## src/rtl/mcpwm_pkg.sv

```systemverilog
package mcpwm_pkg;
  // register addresses
  localparam int ADDR_CTRL    = 0;
  localparam int ADDR_PERIOD  = 1;
  localparam int ADDR_DEAD    = 2;
  localparam int ADDR_TRIG    = 3;
  localparam int ADDR_POL     = 4;
  localparam int ADDR_OVR_EN  = 5;
  localparam int ADDR_OVR_VAL = 6;
  localparam int ADDR_DUTY0   = 8;

  // bit index of a pin in the polarity / override registers
  function automatic int hi_bit(input int ch);
    return 2 * ch;
  endfunction

  function automatic int lo_bit(input int ch);
    return 2 * ch + 1;
  endfunction
endpackage

```

## src/rtl/mcpwm_regs.sv

```systemverilog
module mcpwm_regs
  import mcpwm_pkg::*;
#(
  parameter int NCH = 3,
  parameter int CW  = 15,
  parameter int DTW = 8,
  parameter int AW  = 4
) (
  input  logic                    clk,
  input  logic                    rst_n,
  input  logic                    wr_en,
  input  logic [AW-1:0]           wr_addr,
  input  logic [CW-1:0]           wr_data,
  input  logic                    wrap,
  output logic [CW-1:0]           per_act,
  output logic [CW-1:0]           trig_act,
  output logic                    center_act,
  output logic [NCH-1:0][CW-1:0]  duty_act,
  output logic [NCH-1:0]          indep,
  output logic [DTW-1:0]          dead,
  output logic [2*NCH-1:0]        pol,
  output logic [2*NCH-1:0]        ovr_en,
  output logic [2*NCH-1:0]        ovr_val
);
  localparam int NP = 2 * NCH;

  logic [CW-1:0] per_sh, trig_sh;
  logic          center_sh;

  // shared registers
  always_ff @(posedge clk) begin
    if (!rst_n) begin
      per_sh     <= '0;
      trig_sh    <= '0;
      center_sh  <= 1'b0;
      per_act    <= '0;
      trig_act   <= '0;
      center_act <= 1'b0;
      indep      <= '0;
      dead       <= '0;
      pol        <= '0;
      ovr_en     <= '1;
      ovr_val    <= '0;
    end else begin
      if (wr_en) begin
        case (wr_addr)
          AW'(ADDR_CTRL): begin
            center_sh <= wr_data[0];
            indep     <= wr_data[NCH:1];
          end
          AW'(ADDR_PERIOD):  per_sh  <= wr_data;
          AW'(ADDR_DEAD):    dead    <= wr_data[DTW-1:0];
          AW'(ADDR_TRIG):    trig_sh <= wr_data;
          AW'(ADDR_POL):     pol     <= wr_data[NP-1:0];
          AW'(ADDR_OVR_EN):  ovr_en  <= wr_data[NP-1:0];
          AW'(ADDR_OVR_VAL): ovr_val <= wr_data[NP-1:0];
          default: ;
        endcase
      end
      // staged values move into use at the period boundary
      if (wrap) begin
        per_act    <= per_sh;
        trig_act   <= trig_sh;
        center_act <= center_sh;
      end
    end
  end

  // per-channel duty staging
  for (genvar c = 0; c < NCH; c++) begin : g_duty
    logic [CW-1:0] sh_q, act_q;
    always_ff @(posedge clk) begin
      if (!rst_n) begin
        sh_q  <= '0;
        act_q <= '0;
      end else begin
        if (wr_en && wr_addr == AW'(ADDR_DUTY0 + c)) sh_q <= wr_data;
        if (wrap) act_q <= sh_q;
      end
    end
    assign duty_act[c] = act_q;
  end
endmodule

```

## src/rtl/mcpwm_timebase.sv

```systemverilog
module mcpwm_timebase #(
  parameter int CW = 15
) (
  input  logic          clk,
  input  logic          rst_n,
  input  logic [CW-1:0] per_act,
  input  logic [CW-1:0] trig_act,
  input  logic          center_act,
  output logic [CW-1:0] cnt,
  output logic          wrap,
  output logic          trig_hit
);
  typedef struct packed {
    logic          wrap;
    logic          up;
    logic [CW-1:0] cnt;
  } step_t;

  // one counter step for either alignment
  function automatic step_t step_fn(input logic [CW-1:0] c, input logic u,
                                    input logic [CW-1:0] p, input logic ctr);
    step_t s;
    s.wrap = 1'b0;
    s.up   = 1'b1;
    s.cnt  = c;
    if (!ctr) begin
      if (c >= p) begin
        s.cnt  = '0;
        s.wrap = 1'b1;
      end else begin
        s.cnt = c + 1'b1;
      end
    end else if (u) begin
      if (({1'b0, c} + (CW+1)'(1)) >= {1'b0, p}) s.up = 1'b0;   // hold at top
      else s.cnt = c + 1'b1;
    end else begin
      s.up = 1'b0;
      if (c == '0) begin                                          // hold at bottom
        s.up   = 1'b1;
        s.wrap = 1'b1;
      end else begin
        s.cnt = c - 1'b1;
      end
    end
    return s;
  endfunction

  logic  up;
  step_t nxt;

  assign nxt      = step_fn(cnt, up, per_act, center_act);
  assign wrap     = nxt.wrap;
  assign trig_hit = (cnt == trig_act) && up && (per_act != '0);

  always_ff @(posedge clk) begin
    if (!rst_n) begin
      cnt <= '0;
      up  <= 1'b1;
    end else begin
      cnt <= nxt.cnt;
      up  <= nxt.up;
    end
  end
endmodule

```

## src/rtl/mcpwm_deadband.sv

```systemverilog
module mcpwm_deadband #(
  parameter int DTW = 8
) (
  input  logic           clk,
  input  logic           rst_n,
  input  logic           raw,
  input  logic           indep,
  input  logic [DTW-1:0] dead,
  output logic           act_hi,
  output logic           act_lo
);
  logic           st;
  logic [DTW-1:0] tmr;
  logic           quiet;

  always_ff @(posedge clk) begin
    if (!rst_n) begin
      st  <= 1'b0;
      tmr <= '0;
    end else if (raw != st) begin
      st  <= raw;
      tmr <= indep ? '0 : dead;
    end else if (tmr != '0) begin
      tmr <= tmr - 1'b1;
    end
  end

  assign quiet  = (tmr != '0) && !indep;
  assign act_hi = st && !quiet;
  assign act_lo = indep ? st : (!st && !quiet);
endmodule

```

## src/rtl/mcpwm_top.sv

```systemverilog
module mcpwm_top
  import mcpwm_pkg::*;
#(
  parameter int NCH = 3,
  parameter int CW  = 15,
  parameter int DTW = 8,
  parameter int AW  = 4
) (
  input  logic           clk,
  input  logic           rst_n,
  input  logic           wr_en,
  input  logic [AW-1:0]  wr_addr,
  input  logic [CW-1:0]  wr_data,
  output logic [NCH-1:0] pwm_hi,
  output logic [NCH-1:0] pwm_lo,
  output logic           adc_trig
);
  localparam int NP = 2 * NCH;

  function automatic logic in_duty(input logic [CW-1:0] c, input logic [CW-1:0] d);
    return c < d;
  endfunction

  function automatic logic pin_level(input logic act, input logic pol_b,
                                     input logic oen, input logic oval);
    return oen ? oval : (act ^ pol_b);
  endfunction

  logic [CW-1:0]          per_act, trig_act, cnt;
  logic                   center_act, wrap, trig_hit;
  logic [NCH-1:0][CW-1:0] duty_act;
  logic [NCH-1:0]         indep, raw, act_hi, act_lo;
  logic [DTW-1:0]         dead;
  logic [NP-1:0]          pol, ovr_en, ovr_val;

  mcpwm_regs #(.NCH(NCH), .CW(CW), .DTW(DTW), .AW(AW)) u_regs (
    .clk(clk), .rst_n(rst_n), .wr_en(wr_en), .wr_addr(wr_addr), .wr_data(wr_data),
    .wrap(wrap), .per_act(per_act), .trig_act(trig_act), .center_act(center_act),
    .duty_act(duty_act), .indep(indep), .dead(dead), .pol(pol),
    .ovr_en(ovr_en), .ovr_val(ovr_val)
  );

  mcpwm_timebase #(.CW(CW)) u_tb (
    .clk(clk), .rst_n(rst_n), .per_act(per_act), .trig_act(trig_act),
    .center_act(center_act), .cnt(cnt), .wrap(wrap), .trig_hit(trig_hit)
  );

  for (genvar c = 0; c < NCH; c++) begin : g_ch
    assign raw[c] = in_duty(cnt, duty_act[c]);

    mcpwm_deadband #(.DTW(DTW)) u_db (
      .clk(clk), .rst_n(rst_n), .raw(raw[c]), .indep(indep[c]), .dead(dead),
      .act_hi(act_hi[c]), .act_lo(act_lo[c])
    );

    assign pwm_hi[c] = pin_level(act_hi[c], pol[hi_bit(c)], ovr_en[hi_bit(c)], ovr_val[hi_bit(c)]);
    assign pwm_lo[c] = pin_level(act_lo[c], pol[lo_bit(c)], ovr_en[lo_bit(c)], ovr_val[lo_bit(c)]);
  end

  assign adc_trig = trig_hit;
endmodule

```

## config.mk

```make
export PLATFORM = sky130hd
export DESIGN_NAME = mcpwm_top
export DESIGN_NICKNAME = d
export VERILOG_FILES = /design/src/rtl/mcpwm_pkg.sv /design/src/rtl/mcpwm_regs.sv /design/src/rtl/mcpwm_timebase.sv /design/src/rtl/mcpwm_deadband.sv /design/src/rtl/mcpwm_top.sv
export SDC_FILE = /design/constraint.sdc
export NUM_CORES = 1
export LEC_CHECK = 0
export ABC_AREA = 1
export BUFFER_PORTS_ARGS = -buffer_cell sky130_fd_sc_hd__buf_2
export CAP_MARGIN = 20
export CORE_MARGIN = 2
export CORE_UTILIZATION = 65
export CTS_CLUSTER_SIZE = 12
export DETAILED_ROUTE_END_ITERATION = 7
export GPL_TIMING_DRIVEN = 0
export MAX_ROUTING_LAYER = met4
export PLACE_DENSITY = 0.83
export SETUP_SLACK_MARGIN = 0.5
export SYNTH_ARGS = -nofsm -noshare
export SYNTH_HDL_FRONTEND = slang
export SYNTH_SLANG_ARGS = --single-unit
```

## constraint.sdc

```tcl
create_clock -name clk -period 5.9 [get_ports clk]
set_input_delay 1.18 -clock clk [delete_from_list [all_inputs] [get_ports clk]]
set_output_delay 1.18 -clock clk [all_outputs]
set_load 0.05 [all_outputs]
```

* Word level (Yosys, flattened, before mapping)
Index checks and enable logic that the tools add are counted.
** Word-level totals
- Register bits after elaboration :: 224
- Latch bits :: 0
- RAM bits :: 0
- Memory bits (read-only) :: 0
- Input bits :: 22
- Output and inout port bits :: 7
- Word-level logic and storage cells :: 126
- Memories kept :: 0
** Operators by class
- $add $sub $neg :: 6
- Multipliers :: 0
- Div/mod/pow operators :: 0
- Order comparisons :: 5
- Equality and inequality tests :: 15
- Shift-type cells :: 0
- Mux-type cells :: 28
- Bitwise operators :: 6
- Reductions and logical operators :: 41
** Operators with widths (number)
- 8-bit 2-to-1 mux :: 9
- 15-bit 2-to-1 mux :: 4
- 15-bit less-than comparator :: 3
- 8-bit nonzero test :: 3
- 8-bit by 1-bit subtractor with 8-bit output (second input constant) :: 3
- 2-bit AND reduction :: 9
- 15-bit by 1-bit adder with 16-bit output (second input constant) :: 1
- 16-bit by 15-bit greater-or-equal comparator with 1-bit output :: 1
- 16-bit 2-to-1 mux :: 1
- 15-bit by 1-bit adder with 15-bit output (second input constant) :: 1
- 15-bit equality test :: 1
- 15-bit greater-or-equal comparator :: 1
- 15-bit zero test :: 1
- 15-bit nonzero test :: 1
- 15-bit by 1-bit subtractor with 15-bit output (second input constant) :: 1
- 1-bit logical AND :: 14
- 1-bit 2-to-1 mux :: 13
- 4-bit by 3-bit equality test with 1-bit output (second input constant) :: 3
- 4-bit equality test (second input constant) :: 3
- 1-bit zero test :: 9
- 4-bit by 2-bit equality test with 1-bit output (second input constant) :: 2
- 2-bit nonzero test :: 3
- 1-bit XOR :: 6
- 4-bit by 1-bit equality test with 1-bit output (second input constant) :: 1
- 5 further kinds :: 7

* Longest topological paths before layout
- Depth in word-level cells :: 7
- Gate-level depth with buffers :: 19
- Depth with buffers taken out :: 18

* Hierarchy
A second synthesis with hierarchy kept.
** Second synthesis, totals
- Cell total of the unflattened synthesis :: 1915
- Area, all modules :: 12590.8 um2
** By module, submodules not included
- mcpwm_regs :: instances 1, cells an instance 925, area each 6663.9 um2, sequential area each 3623.5 um2
- mcpwm_timebase :: instances 1, cells an instance 454, area each 2591.2 um2, sequential area each 320.3 um2
- mcpwm_deadband :: instances 3, cells an instance 104, area each 674.4 um2, sequential area each 180.2 um2
- mcpwm_top :: instances 1, cells an instance 224, area each 1312.5 um2, sequential area each 0.0 um2

* Worst setup path after synthesis
No wires, ideal clock.
- Path type :: register to output
- From :: register g_ch[2].u_db.tmr[0]
- To :: output pwm_hi[2]
- Arrival :: 2.318 ns
- Slack :: 2.402 ns
- Stages on the path, launching flop included :: 8
- Buffers on the path :: 0
- Cells stage by stage :: dfxtp_1 inv_1 ha_1 nand2_1 nor2_1 o21ai_0 xor2_1 o21ai_0
** On the way
- Cells in the longest elaborated chain, start to end :: 6
** Ends and longest elaborated chain
- from (decl) :: RTL line mcpwm_deadband.sv:13 : logic [DTW-1:0] tmr;
- from (signal assigned) :: RTL line mcpwm_deadband.sv:22 : tmr <= indep ? '0 : dead;
- from (signal assigned) :: RTL line mcpwm_deadband.sv:24 : tmr <= tmr - 1'b1;
- 8-bit nonzero test :: RTL line mcpwm_deadband.sv:28 : assign quiet = (tmr != '0) && !indep;
- 1-bit logical AND :: RTL line mcpwm_deadband.sv:28
- 1-bit zero test :: RTL line mcpwm_deadband.sv:29 : assign act_hi = st && !quiet;
- 1-bit logical AND :: RTL line mcpwm_deadband.sv:29
- 1-bit XOR :: RTL line mcpwm_top.sv:26 : return oen ? oval : (act ^ pol_b);
- 1-bit 2-to-1 mux :: RTL line mcpwm_top.sv:26
- to (decl) :: RTL line mcpwm_top.sv:14 : output logic [NCH-1:0] pwm_hi,
Every way passes these cells.

* Final worst setup path
- From :: register u_tb.cnt[11]
- To :: output adc_trig
** On the way
- Cells in the longest elaborated chain, start to end :: 3
** Ends and longest elaborated chain
- from (decl) :: RTL line mcpwm_timebase.sv:9 : output logic [CW-1:0] cnt,
- from (signal assigned) :: RTL line mcpwm_timebase.sv:60 : cnt <= nxt.cnt;
- 15-bit equality test :: RTL line mcpwm_timebase.sv:53 : assign trig_hit = (cnt == trig_act) && up && (per_act != '0);
- 1-bit logical AND (2 in series) :: RTL line mcpwm_timebase.sv:53
- to (decl) :: RTL line mcpwm_top.sv:16 : output logic adc_trig
Every way passes these cells.

==> impl_metrics.csv <==
group,metric,value,unit
status,status,"completed",
pwr,power_density,457,nW/µm²
detailed_routing,firstDrtPassIters,6,
place,place_congestion,1.01,
finish,fillers,1506,
finish,area_delta_synth_final,9.64,%
critical_path,crit_required,4.72,ns
synth,synthCells,1772,
global_routing,grt_max_degree,14,
synth,synth-edff-count,0,
synth,synth_fp_nets,1875,
finish,finalNonFillerCells,2067,
cts,root_buffer,"clkbuf_16",
finish,multi_input_area,6610,µm²
detailed_routing,drt_iter0_drc,1116,
sta,skew,0.0318,ns
floorplanning,die_h,141,µm
pwr,fin_total_pwr,6.10,mW
synth,ys_types,46,
global_routing,antenna_found_initial,0,
sta,drv_slew,0,
cts,cts_buffer_depth,3,
sta,rsz0062_at_grt,"no",
critical_path,cp-start-kind,"register",
finish,regArea,4480,µm²
critical_path,endpoint_kind,"primary output",
synth,yosysSeqAreaShare,36.8,%
floorplanning,fp.dieArea,19800,µm²
place,placed_area,12600,µm²
critical_path,path_max_fanout,11,
cts,cts-buffers-inserted,24,
sta,worst_pin_slew,0.835,ns
sta,hold_viol,0,
detailed_routing,antenna_left,0,
cts,postCtsHoldBufs,0,
critical_path,crit_type,"reg -> out",
cts,clk_pin_slew,0.06,ns
place,dp_hpwl,24500,µm
sta,whs,0.454,ns
sta,slew_headroom,43.9,%
floorplanning,rows,50,
synth,synth_area,12200,µm²
sta,finalSetupViolCount,0,
cts,clkSinkCount,224,
cts,cts_tree,"built",
sta,finalCritPeriodShare,66.9,%
global_routing,grt_pass1_vias,11100,
cts,post_cts_resized,0,
pwr,max-vdd-ir-drop,0.420,mV
hold_path,hp-class,"reg -> reg",
detailed_routing,drc,0,
synth,ys.flop_type,"dfxtp_1",
detailed_routing,totalWireLength,35000,µm
floorplanning,initial_core_util,65.8,%
finish,finish.instance_area,13400,µm²
place,dp_cells,2027,
global_routing,grt_usage,36.7,%
floorplanning,num_io_pins,29,
global_routing,grt_pass1_wl,56000,µm
detailed_routing,wl_per_cell,16.9,µm
sta,period_needed,3.95,ns
critical_path,critical_path_arrival,2.77,ns
sta,setup-tns-final,0,ns
cts,htreeDepth,1,
synth,ys_ff_latch,224,
detailed_routing,via_per_inst,5.70,
finish,diodes,0,
sta,fmax,253,MHz
global_routing,overflow,0,
pwr,p_leak,6.46,nW
synth,yosys_warnings,0,
finish,fin_nets,1922,
cts,post_cts_buffers,0,
floorplanning,coreArea,18500,µm²
synth,synth_area_per_cell,6.87,µm²
detailed_routing,vias,11800,
place,place.port_buffers,21,
finish,drive_gt1_share,9.06,%
floorplanning,die_w,141,µm
cts,clock_latency,0.54,ns
synth,async_flop_share,0,%
run,max-cap-violations,0,
critical path, stage by stage (launching register included):
cell and delay (ns):
dfxtp_1 0.80, inv_1 0.38, a2111oi_0 0.47, nand2_1 0.12
nor2_1 0.17, buf_2 0.30
layer usage:
layer  vias to the layer above  part of all wire (%)  GRT usage (%)  wire length, µm
li1                       5792                     -              -                -
met1                      5370                    42           46.8            14600
met2                       491                    43           55.9            15200
met3                       129                   8.5           5.84             2990
met4                         0                   6.2           20.6             2170
met5                         -                     0              -                0
cell usage after synthesis (2+ instances only):
cell | count | area share, %
nor4_1 | 5 | 0.26
nand2_2 | 4 | 0.21
o21ai_1 | 15 | 0.62
o21ai_0 | 218 | 9.0
and2_1 | 3 | 0.15
nor2_4 | 4 | 0.37
buf_2 | 16 | 0.66
a21oi_1 | 68 | 2.8
buf_6 | 10 | 0.92
clkbuf_2 | 2 | 0.082
ha_1 | 81 | 8.3
clkbuf_1 | 37 | 1.1
a21o_1 | 4 | 0.25
or2_2 | 3 | 0.15
xor2_1 | 18 | 1.3
nor3_1 | 7 | 0.29
a22o_1 | 2 | 0.14
xnor2_1 | 7 | 0.50
o211ai_1 | 2 | 0.12
o22ai_1 | 2 | 0.10
buf_4 | 2 | 0.12
nor2_2 | 56 | 2.9
nand2_4 | 3 | 0.28
clkinv_1 | 2 | 0.062
nand3_1 | 86 | 3.5
nor2_1 | 422 | 13
dfxtp_1 | 224 | 37
o21a_1 | 2 | 0.12
inv_1 | 164 | 5.1
nand4_1 | 16 | 0.82
buf_1 | 5 | 0.15
inv_2 | 3 | 0.092
nand2_1 | 261 | 8.0
buf_8 | 5 | 0.62
o21bai_1 | 2 | 0.12
per-stage QoR:
stage	setup WS [ns]	utilization (%)
floorplan	2.40	-
global placement	2.56	67.9
detailed placement	2.58	67.9
CTS	2.03	72.1
global route	1.77	72.1
finish	1.95	72.1
kinds of logic after synthesis:
family / Yosys count / share of synthesized area, %
adders and majority gates: 81 / 8.32
xor gates and xnor gates: 25 / 1.80
AOI/OAI and AO/OA: 321 / 13.7
buffers and inverters: 246 / 8.91
and+or+nand+nor: 874 / 30.4
muxes: 1 / 0.0822
DFF: 224 / 36.8
layout make-up:
class	instances	area share [%]
Multi-Input combinational cell	1302	49.5
Sequential cell	224	33.6
Clock buffer	36	5.28
Inverter	169	4.75
Buffer	77	3.37
Tap cell	234	2.19
Timing Repair Buffer	21	0.787
Clock inverter	4	0.525
final timing paths:
check / slack, ns / to / from / depth (start not counted)
max: 1.95 / adc_trig / u_tb.cnt[11] / 5
min: 0.45 / u_regs.center_sh / u_regs.center_sh / 2
max reg2reg: 2.62 / u_tb.cnt[3] / u_tb.cnt[2] / 13
min reg2reg: 0.45 / u_regs.center_sh / u_regs.center_sh / 2
flip-flops by register name, indices dropped and copies added (netlist names):
name and count:
u_regs.per_act 15, u_tb.cnt 15, u_regs.center_sh 1, u_regs.per_sh 15, u_regs.indep 3, u_regs.trig_sh 15
u_regs.center_act 1, u_regs.pol 6, u_regs.g_duty.sh_q 45, u_regs.ovr_en 6, u_regs.g_duty.act_q 45, u_regs.dead 8
u_regs.ovr_val 6, g_ch.u_db.tmr 24, u_tb.up 1, g_ch.u_db.st 3, u_regs.trig_act 15
where the power goes:
part	total (mW)	internal [mW]	switching (mW)
combinational	2.73	0.974	1.75
sequential	1.90	1.74	0.154
clock	1.48	0.868	0.612
cell usage in the layout (no fill, tap or decap), types with 5 or more instances in the layout:
master     instances
clkbuf_8           6
ha_1              81
buf_6             10
inv_1            164
nor4_1             5
nand4_1           16
nand2_1          261
nor2_2            56
nor3_1             7
dfxtp_1          224
clkbuf_16         24
xnor2_1            7
o21ai_1           15
buf_2             37
xor2_1            18
nor2_1           422
a21oi_1           68
nand3_1           86
o21ai_0          218
buf_8              5
clkbuf_1          43
buf_1              5
Power figures use the tool's default switching activity.
